--- src/rtl/trap_pkg.sv ---
package trap_pkg;
    localparam int ADDR_W = 16;
    localparam int MASK_W = 8;
    localparam int N_WIN  = 6;
    localparam int IDX_W  = 4;
    localparam int N_FLD  = 2 * N_WIN;

    localparam int WIN_SER_A = 0;
    localparam int WIN_SER_B = 1;
    localparam int WIN_AUD_LO = 2;

    function automatic logic [ADDR_W-1:0] dflt_addr(input int k);
        case (k)
            0: dflt_addr = 16'h03F8;
            1: dflt_addr = 16'h02F8;
            2: dflt_addr = 16'h0220;
            3: dflt_addr = 16'h0330;
            4: dflt_addr = 16'h0530;
            default: dflt_addr = 16'h0388;
        endcase
    endfunction

    function automatic logic [MASK_W-1:0] dflt_mask(input int k);
        dflt_mask = (k < WIN_AUD_LO) ? 8'h0F : 8'h00;
    endfunction
endpackage

--- src/rtl/trap_window.sv ---
module trap_window #(
    parameter int ADDR_W = 16,
    parameter int MASK_W = 8
) (
    input  logic [ADDR_W-1:0] addr,
    input  logic [ADDR_W-1:0] trap_addr,
    input  logic [MASK_W-1:0] trap_mask,
    output logic              hit
);
    localparam int PAD_W = ADDR_W - MASK_W;

    logic [ADDR_W-1:0] wide_mask;

    always_comb begin
        wide_mask = {{PAD_W{1'b0}}, trap_mask};
        hit = ((addr | wide_mask) == (trap_addr | wide_mask));
    end
endmodule

--- src/rtl/trap_regs.sv ---
module trap_regs
    import trap_pkg::*;
(
    input  logic                          clk,
    input  logic                          rst,
    input  logic                          cfg_we,
    input  logic [IDX_W-1:0]              cfg_idx,
    input  logic [ADDR_W-1:0]             cfg_wdata,
    output logic [ADDR_W-1:0]             cfg_rdata,
    output logic [N_WIN-1:0][ADDR_W-1:0]  win_addr,
    output logic [N_WIN-1:0][MASK_W-1:0]  win_mask
);
    typedef struct packed {
        logic [N_WIN-1:0][ADDR_W-1:0] addr;
        logic [N_WIN-1:0][MASK_W-1:0] mask;
    } regs_t;

    regs_t regs_d, regs_q;

    always_comb begin
        regs_d = regs_q;
        cfg_rdata = '0;
        for (int k = 0; k < N_WIN; k++) begin
            if (cfg_we && int'(cfg_idx) == 2 * k)
                regs_d.addr[k] = cfg_wdata;
            if (cfg_we && int'(cfg_idx) == 2 * k + 1)
                regs_d.mask[k] = cfg_wdata[MASK_W-1:0];
            if (int'(cfg_idx) == 2 * k)
                cfg_rdata = regs_q.addr[k];
            if (int'(cfg_idx) == 2 * k + 1)
                cfg_rdata = {{(ADDR_W-MASK_W){1'b0}}, regs_q.mask[k]};
        end
        if (rst) begin
            for (int k = 0; k < N_WIN; k++) begin
                regs_d.addr[k] = dflt_addr(k);
                regs_d.mask[k] = dflt_mask(k);
            end
        end
    end

    always_ff @(posedge clk) begin
        regs_q <= regs_d;
    end

    assign win_addr = regs_q.addr;
    assign win_mask = regs_q.mask;

    assert_write_addr0_R8: assert property (@(posedge clk) disable iff (rst)
        (cfg_we && cfg_idx == 4'd0) |=> (win_addr[0] == $past(cfg_wdata)));

    assert_ignore_high_idx_R8: assert property (@(posedge clk) disable iff (rst)
        (cfg_we && int'(cfg_idx) >= N_FLD) |=> ($stable(win_addr) && $stable(win_mask)));

    assert_reset_default_R1: assert property (@(posedge clk)
        rst |=> (win_addr[0] == 16'h03F8 && win_mask[1] == 8'h0F && win_mask[2] == 8'h00));
endmodule

--- src/rtl/io_addr_trap.sv ---
module io_addr_trap
    import trap_pkg::*;
(
    input  logic        clk,
    input  logic        rst,
    input  logic        bus_start,
    input  logic        bus_io,
    input  logic [15:0] bus_addr,
    input  logic        cfg_we,
    input  logic [3:0]  cfg_idx,
    input  logic [15:0] cfg_wdata,
    output logic [15:0] cfg_rdata,
    output logic        ev_ser_a,
    output logic        ev_ser_b,
    output logic        ev_audio
);
    typedef struct packed {
        logic start;
        logic ev_a;
        logic ev_b;
        logic ev_aud;
    } state_t;

    state_t st_d, st_q;

    logic [N_WIN-1:0][ADDR_W-1:0] win_addr;
    logic [N_WIN-1:0][MASK_W-1:0] win_mask;
    logic [N_WIN-1:0]             hit;
    logic                         capture;

    trap_regs u_regs (
        .clk       (clk),
        .rst       (rst),
        .cfg_we    (cfg_we),
        .cfg_idx   (cfg_idx),
        .cfg_wdata (cfg_wdata),
        .cfg_rdata (cfg_rdata),
        .win_addr  (win_addr),
        .win_mask  (win_mask)
    );

    for (genvar k = 0; k < N_WIN; k++) begin : g_win
        trap_window #(.ADDR_W(ADDR_W), .MASK_W(MASK_W)) u_win (
            .addr      (bus_addr),
            .trap_addr (win_addr[k]),
            .trap_mask (win_mask[k]),
            .hit       (hit[k])
        );
    end

    always_comb begin
        st_d = st_q;
        capture = bus_start && !st_q.start && bus_io;
        st_d.start  = bus_start;
        st_d.ev_a   = capture && hit[WIN_SER_A];
        st_d.ev_b   = capture && hit[WIN_SER_B];
        st_d.ev_aud = capture && (|hit[N_WIN-1:WIN_AUD_LO]);
        if (rst) st_d = '0;
    end

    always_ff @(posedge clk) begin
        st_q <= st_d;
    end

    assign ev_ser_a = st_q.ev_a;
    assign ev_ser_b = st_q.ev_b;
    assign ev_audio = st_q.ev_aud;

    assert_pulse_origin_R5: assert property (@(posedge clk) disable iff (rst)
        (ev_ser_a || ev_ser_b || ev_audio) |-> $past(bus_start && bus_io));

    assert_single_pulse_R5: assert property (@(posedge clk) disable iff (rst)
        (ev_ser_a || ev_ser_b || ev_audio) |=> !(ev_ser_a || ev_ser_b || ev_audio));

    assert_io_only_R4: assert property (@(posedge clk) disable iff (rst)
        (bus_start && !bus_io) |=> !(ev_ser_a || ev_ser_b || ev_audio));

    assert_upper_exact_R3: assert property (@(posedge clk) disable iff (rst)
        ev_ser_a |-> ($past(bus_addr[15:8]) == $past(win_addr[WIN_SER_A][15:8])));

    assert_reset_clear_R10: assert property (@(posedge clk)
        rst |=> !(ev_ser_a || ev_ser_b || ev_audio));
endmodule

--- config.mk ---
export PLATFORM = sky130hd
export DESIGN_NAME = io_addr_trap
export DESIGN_NICKNAME = d
export VERILOG_FILES = /design/src/rtl/trap_pkg.sv /design/src/rtl/trap_window.sv /design/src/rtl/trap_regs.sv /design/src/rtl/io_addr_trap.sv
export SDC_FILE = /design/constraint.sdc
export NUM_CORES = 1
export LEC_CHECK = 0
export BUFFER_PORTS_ARGS = -buffer_cell sky130_fd_sc_hd__buf_2
export CAP_MARGIN = 20
export CORE_MARGIN = 4
export CORE_UTILIZATION = 46
export DETAILED_ROUTE_END_ITERATION = 8
export HOLD_SLACK_MARGIN = 0.15
export PLACE_DENSITY = 0.71
export SYNTH_ARGS = -nofsm -noshare
export SYNTH_HDL_FRONTEND = slang
export SYNTH_SLANG_ARGS = --single-unit
--- constraint.sdc ---
create_clock -name clk -period 3.1 [get_ports clk]
set_clock_uncertainty 0.15 [all_clocks]
set_input_delay 0.775 -clock clk [delete_from_list [all_inputs] [get_ports clk]]
set_output_delay 0.775 -clock clk [all_outputs]
set_load 0.05 [all_outputs]
Word-level counts from Yosys, hierarchy flattened
Cells that the tools add are included.
{ "word_totals": {"reg_bits": 148, "latch_bits": 0, "mem_bits_rw": 0, "mem_bits_ro": 0, "input_bits": 41, "out_inout_bits": 19, "wordCells": 77, "memories": 0} }
{ "op_classes": {"n_addsub": 0, "mul": 0, "div_mod_pow": 0, "n_lt_le_gt_ge": 0, "eq_ne": 17, "shift": 0, "muxes": 12, "bitwise": 12, "n_reduce_logical": 20} }
{ "op_table": {"columns": ["op", "count"], "rows": [
  ["16-bit 2-to-1 mux", 12],
  ["16-bit by 8-bit bitwise OR with 16-bit output", 12],
  ["16-bit equality test", 6],
  ["4-bit equality test, second input constant", 8],
  ["1-bit logical AND", 17],
  ["4-bit by 3-bit equality test with 1-bit output, second input constant", 2],
  ["4-bit by 2-bit equality test with 1-bit output, second input constant", 1],
  ["4-bit zero test", 1],
  ["4-bit OR reduction", 1],
  ["1-bit zero test", 1]
]} }

Longest topological paths before layout
Gate-level depths: netlist of the first run.
{ "depth": {"word_depth": 13, "ltp_mapped": 8, "ltp_nobuf": 5} }

Modules after synthesis
Synthesis of the first run repeated with hierarchy kept, for this count alone.
{ "hier_totals": {"hier_cells": 969, "hier_area_um2": 7940.1} }
{ "modules_own_cells": {"columns": ["module", "instances", "cells_per_inst", "area_each_um2"], "rows": [
  ["trap_regs", 1, 816, 6596.3],
  ["trap_window", 6, 24, 202.7],
  ["io_addr_trap", 1, 9, 127.6]
]} }

Worst setup path after synthesis of the first run
Ideal clock, no wire load.
{ "synth_path": {"kind": "input port to output port", "start": "in cfg_idx[0]", "end": "out cfg_rdata[10]", "arrival_time_ns": 2.616, "t_required_ns": 2.175, "slack_ns": -0.441, "stages": 5, "n_path_buf": 3, "path_cell_list": "buf_4 buf_4 buf_2 nand2b_1 o21ai_0"} }
{ "synth_between": {"elab_chain_cells": 13, "elab_cells_between_ends": 24, "classes_between": "eq/ne: 11; mux: 12; reduce/logical: 1"} }
{ "synth_rtl": {"columns": ["item", "line", "rtl"], "rows": [
  ["from (decl)", "io_addr_trap.sv:10", "input logic [3:0] cfg_idx,"],
  ["4-bit zero test", "trap_regs.sv:28", "if (int'(cfg_idx) == 2 * k)"],
  ["16-bit 2-to-1 mux", "trap_regs.sv:28", null],
  ["16-bit 2-to-1 mux", "trap_regs.sv:30", "if (int'(cfg_idx) == 2 * k + 1)"],
  ["16-bit 2-to-1 mux", "trap_regs.sv:28", null],
  ["16-bit 2-to-1 mux", "trap_regs.sv:30", null],
  ["16-bit 2-to-1 mux", "trap_regs.sv:28", null],
  ["16-bit 2-to-1 mux", "trap_regs.sv:30", null],
  ["16-bit 2-to-1 mux", "trap_regs.sv:28", null],
  ["16-bit 2-to-1 mux", "trap_regs.sv:30", null],
  ["16-bit 2-to-1 mux", "trap_regs.sv:28", null],
  ["16-bit 2-to-1 mux", "trap_regs.sv:30", null],
  ["16-bit 2-to-1 mux", "trap_regs.sv:28", null],
  ["16-bit 2-to-1 mux *", "trap_regs.sv:30", null],
  ["to (decl)", "io_addr_trap.sv:12", "output logic [15:0] cfg_rdata,"]
]} }
Mark *: on every way between the ends. The rest lies on a longest branch, timed or not.

Final worst setup path of the first run
{ "layout_path": {"start": "in cfg_idx[1]", "end": "out cfg_rdata[7]"} }
The elaborated chain is that of the path after synthesis.

==> flow_metrics.py, run 1 <==
metrics = {
    "finish": {
        "final_layout_size_suffix_gt1_share_pct": 17.7,
        "filler_cell_count": 1483,
        "footprint_of_the_multi_input_gates_um2": 4540,
        "final_cell_area_um2": 9180,
        "layout.area.seq_um2": 2960,
        "nNetsFinal": 1028,
        "area_delta_synth_final_pct": 17.5,
    },
    "floorplanning": {
        "floorplan.initialDensity_pct": 47.0,
        "design.core.area_um2": 16600,
        "die_h_um": 138,
        "floorplan.die_area_um2": 19100,
        "die_w_um": 138,
        "rows": 47,
        "design.portCount": 60,
    },
    "power_and_ir_drop": {
        "power-per-cell-area_nw_per_um2": 525,
        "clock_power_share_pct": 47.6,
        "post-layout-total-power_uw": 4820,
        "internal_power_uw": 3620,
        "power.static_leakage_uw": 0.00334,
        "p_seq_share_pct": 40.6,
        "peak_supply_drop_v": 0.000419,
        "power.share.switching_pct": 25.0,
        "p_sw_uw": 1200,
        "combinational_fraction_of_design_power_pct": 11.8,
    },
    "sta": {
        "count_of_endpoints_failing_setup_in_the_final_report": 0,
        "final.min_clock_period_ps": 3070,
        "timing.max_slew.rel_slack_pct": 41.2,
        "final_max_slew_viol_count": 0,
        "hold_viol": 0,
        "grt_setup_unrepaired": "true",
        "finalHoldWorstSlack_ps": 330,
        "fmaxAchievable_ghz": 0.325,
        "min_period_over_period_pct": 99.1,
        "worstMarginPinSlew_ps": 882,
    },
    "critical_path": {
        "worst-path-buf-inv": 4,
        "crit_path_cell_trace": "buf_6 -> buf_12 -> buf_4 -> mux4_2 -> mux2i_1 -> o22ai_1 -> buf_4",
        "required_ps": 2170,
        "crit_path_max_fanout": 12,
        "critical-path-top-cell-by-count": "buf_4",
        "critical_path_class": "in -> out",
        "worst_setup_path_end_kind": "output port",
        "signal_arrival_time_at_the_worst_endpoint_ps": 2150,
        "worst_path_max_delay_cell": "mux4_2",
        "critPathLaunchType": "input pin",
        "timing.critical_path.max_delay_family": "multiplexers",
        "cpPeakStageDelay_ps": 510,
    },
    "clocking": {
        "cts_max_path_buffers": 2,
        "clock_buffer_count_from_cts": 17,
        "cts_htree_levels": 4,
        "clkSlewWorstSetupHoldPaths_ps": 60,
        "cts_num_sinks": 148,
        "cts.root.buffer_cell": "clkbuf_16",
        "clk-insertion-delay-late_ps": 430,
        "cts_setup_buffers": 0,
        "tritoncts": "yes",
    },
    "route": {
        "number_of_iterations_in_the_first_detailed_routing_pass": 5,
        "detail_route.drc_violations": 0,
        "ant_nets": 0,
        "wire_per_inst_um": 20.0,
        "count_of_routing_violations_after_the_opening_detailed_route_iteration": 742,
        "vias": 7081,
        "wl_mm": 24.4,
        "detail_route.vias_per_cell": 5.80,
    },
    "synth": {
        "synth.net_count": 988,
        "synth_sequential_area_ratio_pct": 37.9,
        "ys_top_cells_by_area": "dfxtp_1 38%, nand2_1 12%, xnor2_1 9.0%, mux2i_1 6.9%, a21oi_1 6.2%",
        "netlist.area_leader.share_pct": 37.9,
        "mappedNetlistArea_um2": 7820,
        "syn_area_per_cell_um2": 8.26,
        "yosysUniqueCellTypes": 41,
        "synth.largest_area_cell": "dfxtp_1",
        "yosys_warnings": 0,
        "syn-instance-count": 947,
        "ys_ff_latch": 148,
    },
    "grt": {
        "grt.overflow.total": 0,
        "grt_start_max_net_pins": 145,
        "grt_pass1_wl_mm": 38.1,
        "grt_use_total_pct": 25.1,
        "number_of_antenna_violations_at_the_first_check_in_global_routing": 0,
        "grt_pass1_vias": 6880,
    },
    "flow_run": {
        "count_of_max_cap_constraint_violations": 0,
    },
    "min_path": {
        "class_of_the_worst_hold_path": "reg -> reg",
    },
    "placed_design": {
        "gp_congestion": 0.975,
        "placed_cell_area_um2": 8390,
        "hpwlAfterDp_mm": 16.8,
        "count_of_buffers_from_port_buffering": 59,
    },
    "status": {
        "status": "completed",
    },
}
[worst paths after layout]
path,from,end,slack (ps),cells after the start
setup / recovery,cfg_idx[1],cfg_rdata[7],30,7
hold / removal,u_regs.win_addr[44],u_regs.win_addr[44],330,2
setup reg to reg,u_regs.win_addr[17],ev_ser_b,1290,5
hold reg to reg,u_regs.win_addr[44],u_regs.win_addr[44],330,2
[sequential cells by signal, indices dropped and copies added (netlist names)]
signal           flops
u_regs.win_addr     96
u_regs.win_mask     48
ev_audio             1
ev_ser_a             1
ev_ser_b             1
st_q                 1
[cell type report]
class	instances	share of cell area [%]
tap	220	3.00
sequential	148	32.3
multi-input combinational	717	49.4
timing repair buffer	98	7.90
antenna	1	0.0272
inverter	5	0.204
clock inverter	13	2.23
clock buffer	19	4.93
[cells by family (layout without fill, tap and decap cells)]
group / after synthesis / in the layout / synth area share (%)
AOI/OAI and AO/OA: 179 / 179 / 12.9
muxes: 75 / 75 / 12.1
DFF: 148 / 148 / 37.9
buffers and inverters: 82 / 135 / 5.01
xor gates and xnor gates: 96 / 96 / 10.8
and+or+nand+nor: 367 / 367 / 21.4
other: 0 / 1 / 0
[worst register-to-register path, delay by kind of cell (launching register included)]
kind	cells	cell delay (ps)
XOR/XNOR	1	140
flip-flops	1	380
AO/OA/AOI/OAI	1	100
AND/OR/NAND/NOR	3	950
[cells in the mapped netlist, drive strengths merged]
cell type and count:
mux2i 54, buf 30, inv 5, o22a 8
dfxtp 148, nor3 6, a22oi 5, and2 1
nand2b 4, o2bb2ai 3, clkbuf 47, mux4 15
a22o 3, nand3 4, a21oi 97, xnor2 80
or2 1, nand4 8, nor2 42, o22ai 30
or3 3, nor4 10, or3b 1, and2b 1
o21ai 30, mux2 6, nand2 247, nor2b 3
nand3b 36, xor2 16, o21a 3
[stage by stage]
| step | cells | setup slack [ps] | utilization, % | setup TNS, ps |
|---|---|---|---|---|
| 2_1_floorplan | 947 | -299 | - | -1760 |
| 3_3_place_gp | 1187 | -141 | 50.4 | -836 |
| 3_5_place_dp | 1187 | -164 | 50.4 | -1130 |
| 4_1_cts | 1219 | 10.5 | 54.8 | 0 |
| 5_1_grt | 1220 | -18.6 | 55.2 | -37.8 |
| 6_report | 1221 | 27.7 | 55.2 | 0 |
[what timing repair did]
item / 4_1_cts / 5_1_grt
pin swaps: 1 / 0
gates cloned: 0 / 1
gates resized for setup: 21 / 9
hold buffers: 0 / 0
setup endpoints to repair: 16 / 11
[power groups by stage]
stage	sequential [uW]	clock [uW]	combinational (uW)
final	1960	2290	566
after global routing	1960	2400	597
after CTS	1960	2310	546
after detailed placement	2000	0	532
after global placement	2000	0	529
after floorplan	1990	0	363
[placed cells by master, fill, tap and decap left out, types with 18 or more instances in the layout]
cell,synthesis,final
nand2_1,246,246
dfxtp_1,148,148
o22ai_1,30,28
nor2_1,38,38
o21ai_0,30,21
buf_4,6,46
xnor2_1,80,80
buf_2,18,42
nand3b_1,36,36
mux2i_1,54,53
clkbuf_16,0,18
a21oi_1,97,97
[routing by layer]
layer | routed length, um | share of wire [%] | global-route usage [%] | up-vias
li1 | - | - | - | 3297
met1 | 10500 | 43 | 34.8 | 3357
met2 | 10800 | 44 | 37.3 | 359
met3 | 2150 | 8.8 | 5.87 | 68
met4 | 958 | 3.9 | 11.4 | 0
met5 | 0 | 0 | 0 | -
Note: power is estimated with default switching activity, not from simulation.
==> inputs of run 2 (changes only) <==
--- a/config.mk
+++ b/config.mk
@@ -12,4 +12,5 @@
 export DETAILED_ROUTE_END_ITERATION = 8
 export HOLD_SLACK_MARGIN = 0.15
+export MAX_ROUTING_LAYER = met4
 export PLACE_DENSITY = 0.71
 export SYNTH_ARGS = -nofsm -noshare
==> constraint.sdc (replaced) <==
create_clock -name clk -period 3.1 [get_ports clk]
set_clock_uncertainty 0.15 [all_clocks]
set_input_delay 0.155 -clock clk [delete_from_list [all_inputs] [get_ports clk]]
set_output_delay 0.155 -clock clk [all_outputs]
set_load 0.05 [all_outputs]
==> run 2 against run 1 <==
Net effect:
- core utilization decreased by 1.3 points
- via count increased by 0.34%
- sequential share of layout area increased by 0.76 points
- cell count decreased by 0.57%
- critical path type is now in -> reg
- first-iteration DRC count increased by 4.7%
- critical path depth increased by 1
- largest cell class unchanged
==> flow_metrics.py, run 2 (synthesis gave the netlist of run 1 again) <==
metrics = {
    "power_and_ir_drop": {
        "power.static_leakage_uw": 0.00325,
        "p_sw_uw": 1160,
        "internal_power_uw": 3550,
        "power-per-cell-area_nw_per_um2": 525,
        "clock_power_share_pct": 47.2,
        "combinational_fraction_of_design_power_pct": 11.2,
        "power.share.switching_pct": 24.7,
        "peak_supply_drop_v": 0.000402,
        "p_seq_share_pct": 41.6,
    },
    "grt": {
        "grt_pass1_vias": 6717,
        "grt_pass1_wl_mm": 38.4,
        "grt_use_total_pct": 26.3,
        "number_of_antenna_violations_at_the_first_check_in_global_routing": 1,
        "grt.overflow.total": 0,
        "grt_start_max_net_pins": 81,
    },
    "critical_path": {
        "worst_setup_path_end_kind": "flip-flop",
        "cpPeakStageDelay_ps": 610,
        "crit_cells": 8,
        "r2r_cells": 6,
        "critPathLaunchType": "input pin",
        "timing.critical_path.max_delay_family": "buffers and inverters",
        "critical-path-top-cell-by-count": "dlygate4sd3_1",
        "crit_path_max_fanout": 66,
        "required_ps": 3320,
        "worst_path_max_delay_cell": "dlygate4sd3_1",
        "critical_path_class": "in -> reg",
        "crit_path_cell_trace": "dlygate4sd3_1 -> buf_4 -> nor2b_1 -> nand3b_1 -> nor3_1 -> nand3_1 -> nor4_1 -> dlygate4sd3_1",
        "worst-path-buf-inv": 3,
        "signal_arrival_time_at_the_worst_endpoint_ps": 2730,
    },
    "route": {
        "wl_mm": 24.7,
        "wire_per_inst_um": 20.4,
        "vias": 7105,
        "detail_route.vias_per_cell": 5.85,
        "detail_route.drc_violations": 0,
        "count_of_routing_violations_after_the_opening_detailed_route_iteration": 777,
        "number_of_iterations_in_the_first_detailed_routing_pass": 5,
        "ant_nets": 0,
    },
    "floorplanning": {
        "design.portCount": 60,
        "design.core.area_um2": 16600,
        "die_w_um": 138,
        "floorplan.die_area_um2": 19100,
        "floorplan.initialDensity_pct": 47.0,
        "die_h_um": 138,
        "rows": 47,
    },
    "clocking": {
        "cts.root.buffer_cell": "clkbuf_16",
        "cts_num_sinks": 148,
        "postCtsResizedCells": 0,
        "clk-insertion-delay-late_ps": 440,
        "clock_buffer_count_from_cts": 17,
        "tritoncts": "yes",
        "cts_max_path_buffers": 2,
        "cts_htree_levels": 4,
        "clkSlewWorstSetupHoldPaths_ps": 60,
    },
    "finish": {
        "area_delta_synth_final_pct": 14.8,
        "final_core_util_pct": 53.9,
        "layout.area.seq_um2": 2960,
        "layout_commonest_cell": "nand2_1",
        "nNetsFinal": 1021,
        "filler_cell_count": 1537,
        "footprint_of_the_multi_input_gates_um2": 4460,
        "max_reg_flops": 96,
        "final_cell_mix": "246 x nand2_1, 148 x dfxtp_1, 97 x a21oi_1",
        "final_layout_size_suffix_gt1_share_pct": 13.0,
    },
    "flow_run": {
        "count_of_max_cap_constraint_violations": 0,
    },
    "sta": {
        "fmaxAchievable_ghz": 0.399,
        "min_period_over_period_pct": 80.8,
        "timing.setup.tns_ps": 0,
        "grt_setup_unrepaired": "false",
        "hold_viol": 0,
        "count_of_endpoints_failing_setup_in_the_final_report": 0,
        "worstMarginPinSlew_ps": 885,
        "final_max_slew_viol_count": 0,
        "final.min_clock_period_ps": 2510,
        "timing.max_slew.rel_slack_pct": 41.0,
    },
    "min_path": {
        "holdPathStages": 4,
        "class_of_the_worst_hold_path": "in -> reg",
    },
    "placed_design": {
        "gp_congestion": 1.00,
        "count_of_buffers_from_port_buffering": 59,
        "hpwlAfterDp_mm": 16.7,
    },
    "status": {
        "status": "completed",
    },
}
==> run 2: cell types whose count changed in the layout (fill, tap and decap cells not counted), sizes merged <==
cell	change
clkinv	+1
clkinvlp	-4
dlygate4sd3	+24
bufinv	-1
buf	-30
clkbuf	+2
diode	+1
==> run 2: metal layers <==
metal  vias to the layer above  track usage [%]  routed length, um
met5                         -                -                  0
met4                         0             9.57                815
met3                        56             4.59               2100
met2                       348             39.1              11000
met1                      3414             36.0              10800
li1                       3287                -                  -
==> run 2: cell type report <==
cell class / instances / area share (%)
Antenna cell: 2 / 0.0558
Clock buffer: 22 / 5.40
Clock inverter: 9 / 1.67
Inverter: 5 / 0.209
Multi-Input combinational cell: 717 / 49.7
Sequential cell: 148 / 33.0
Tap cell: 220 / 3.07
Timing Repair Buffer: 91 / 6.83
==> run 2: through the flow <==
stage                     hold WS, ps  area [um2]  setup WS [ps]  instances  total power (uW)
after CTS                         249        8970            655       1212              4710
after detailed placement          282        8090            601       1157              2490
after floorplan                   126        7820            799        947              2350
after global placement            277        8090            699       1157              2490
final                             283        8970            594       1214              4710
after global routing              328        8970            439       1213              4830
==> run 2: path summary, 6_finish.rpt <==
path                            start                   to  slack (ps)
setup / recovery                  rst             ev_ser_b         590
hold / removal             cfg_idx[3]  u_regs.win_mask[12]         280
setup reg to reg  u_regs.win_addr[17]             ev_ser_b         620
hold reg to reg   u_regs.win_mask[12]  u_regs.win_mask[12]         330
==> run 2: worst min-delay path, cell delays in order <==
cell,delay (ps)
buf_2,350
nor3_2,180
nand2_1,80
a21oi_1,50
==> run 2: what timing repair did <==
action / CTS / global route
hold buffers: 24 / 0
setup buffers: 0 / 0
endpoints found under the hold margin: 148 / 0
==> run 2: power groups by stage <==
stage          clock network, uW  logic, uW  registers [uW]
3_5_place_dp                   0        493            2000
2_1_floorplan                  0        360            1990
4_1_cts                     2230        519            1960
5_1_grt                     2300        560            1960
6_report                    2220        528            1960
3_3_place_gp                   0        491            2000
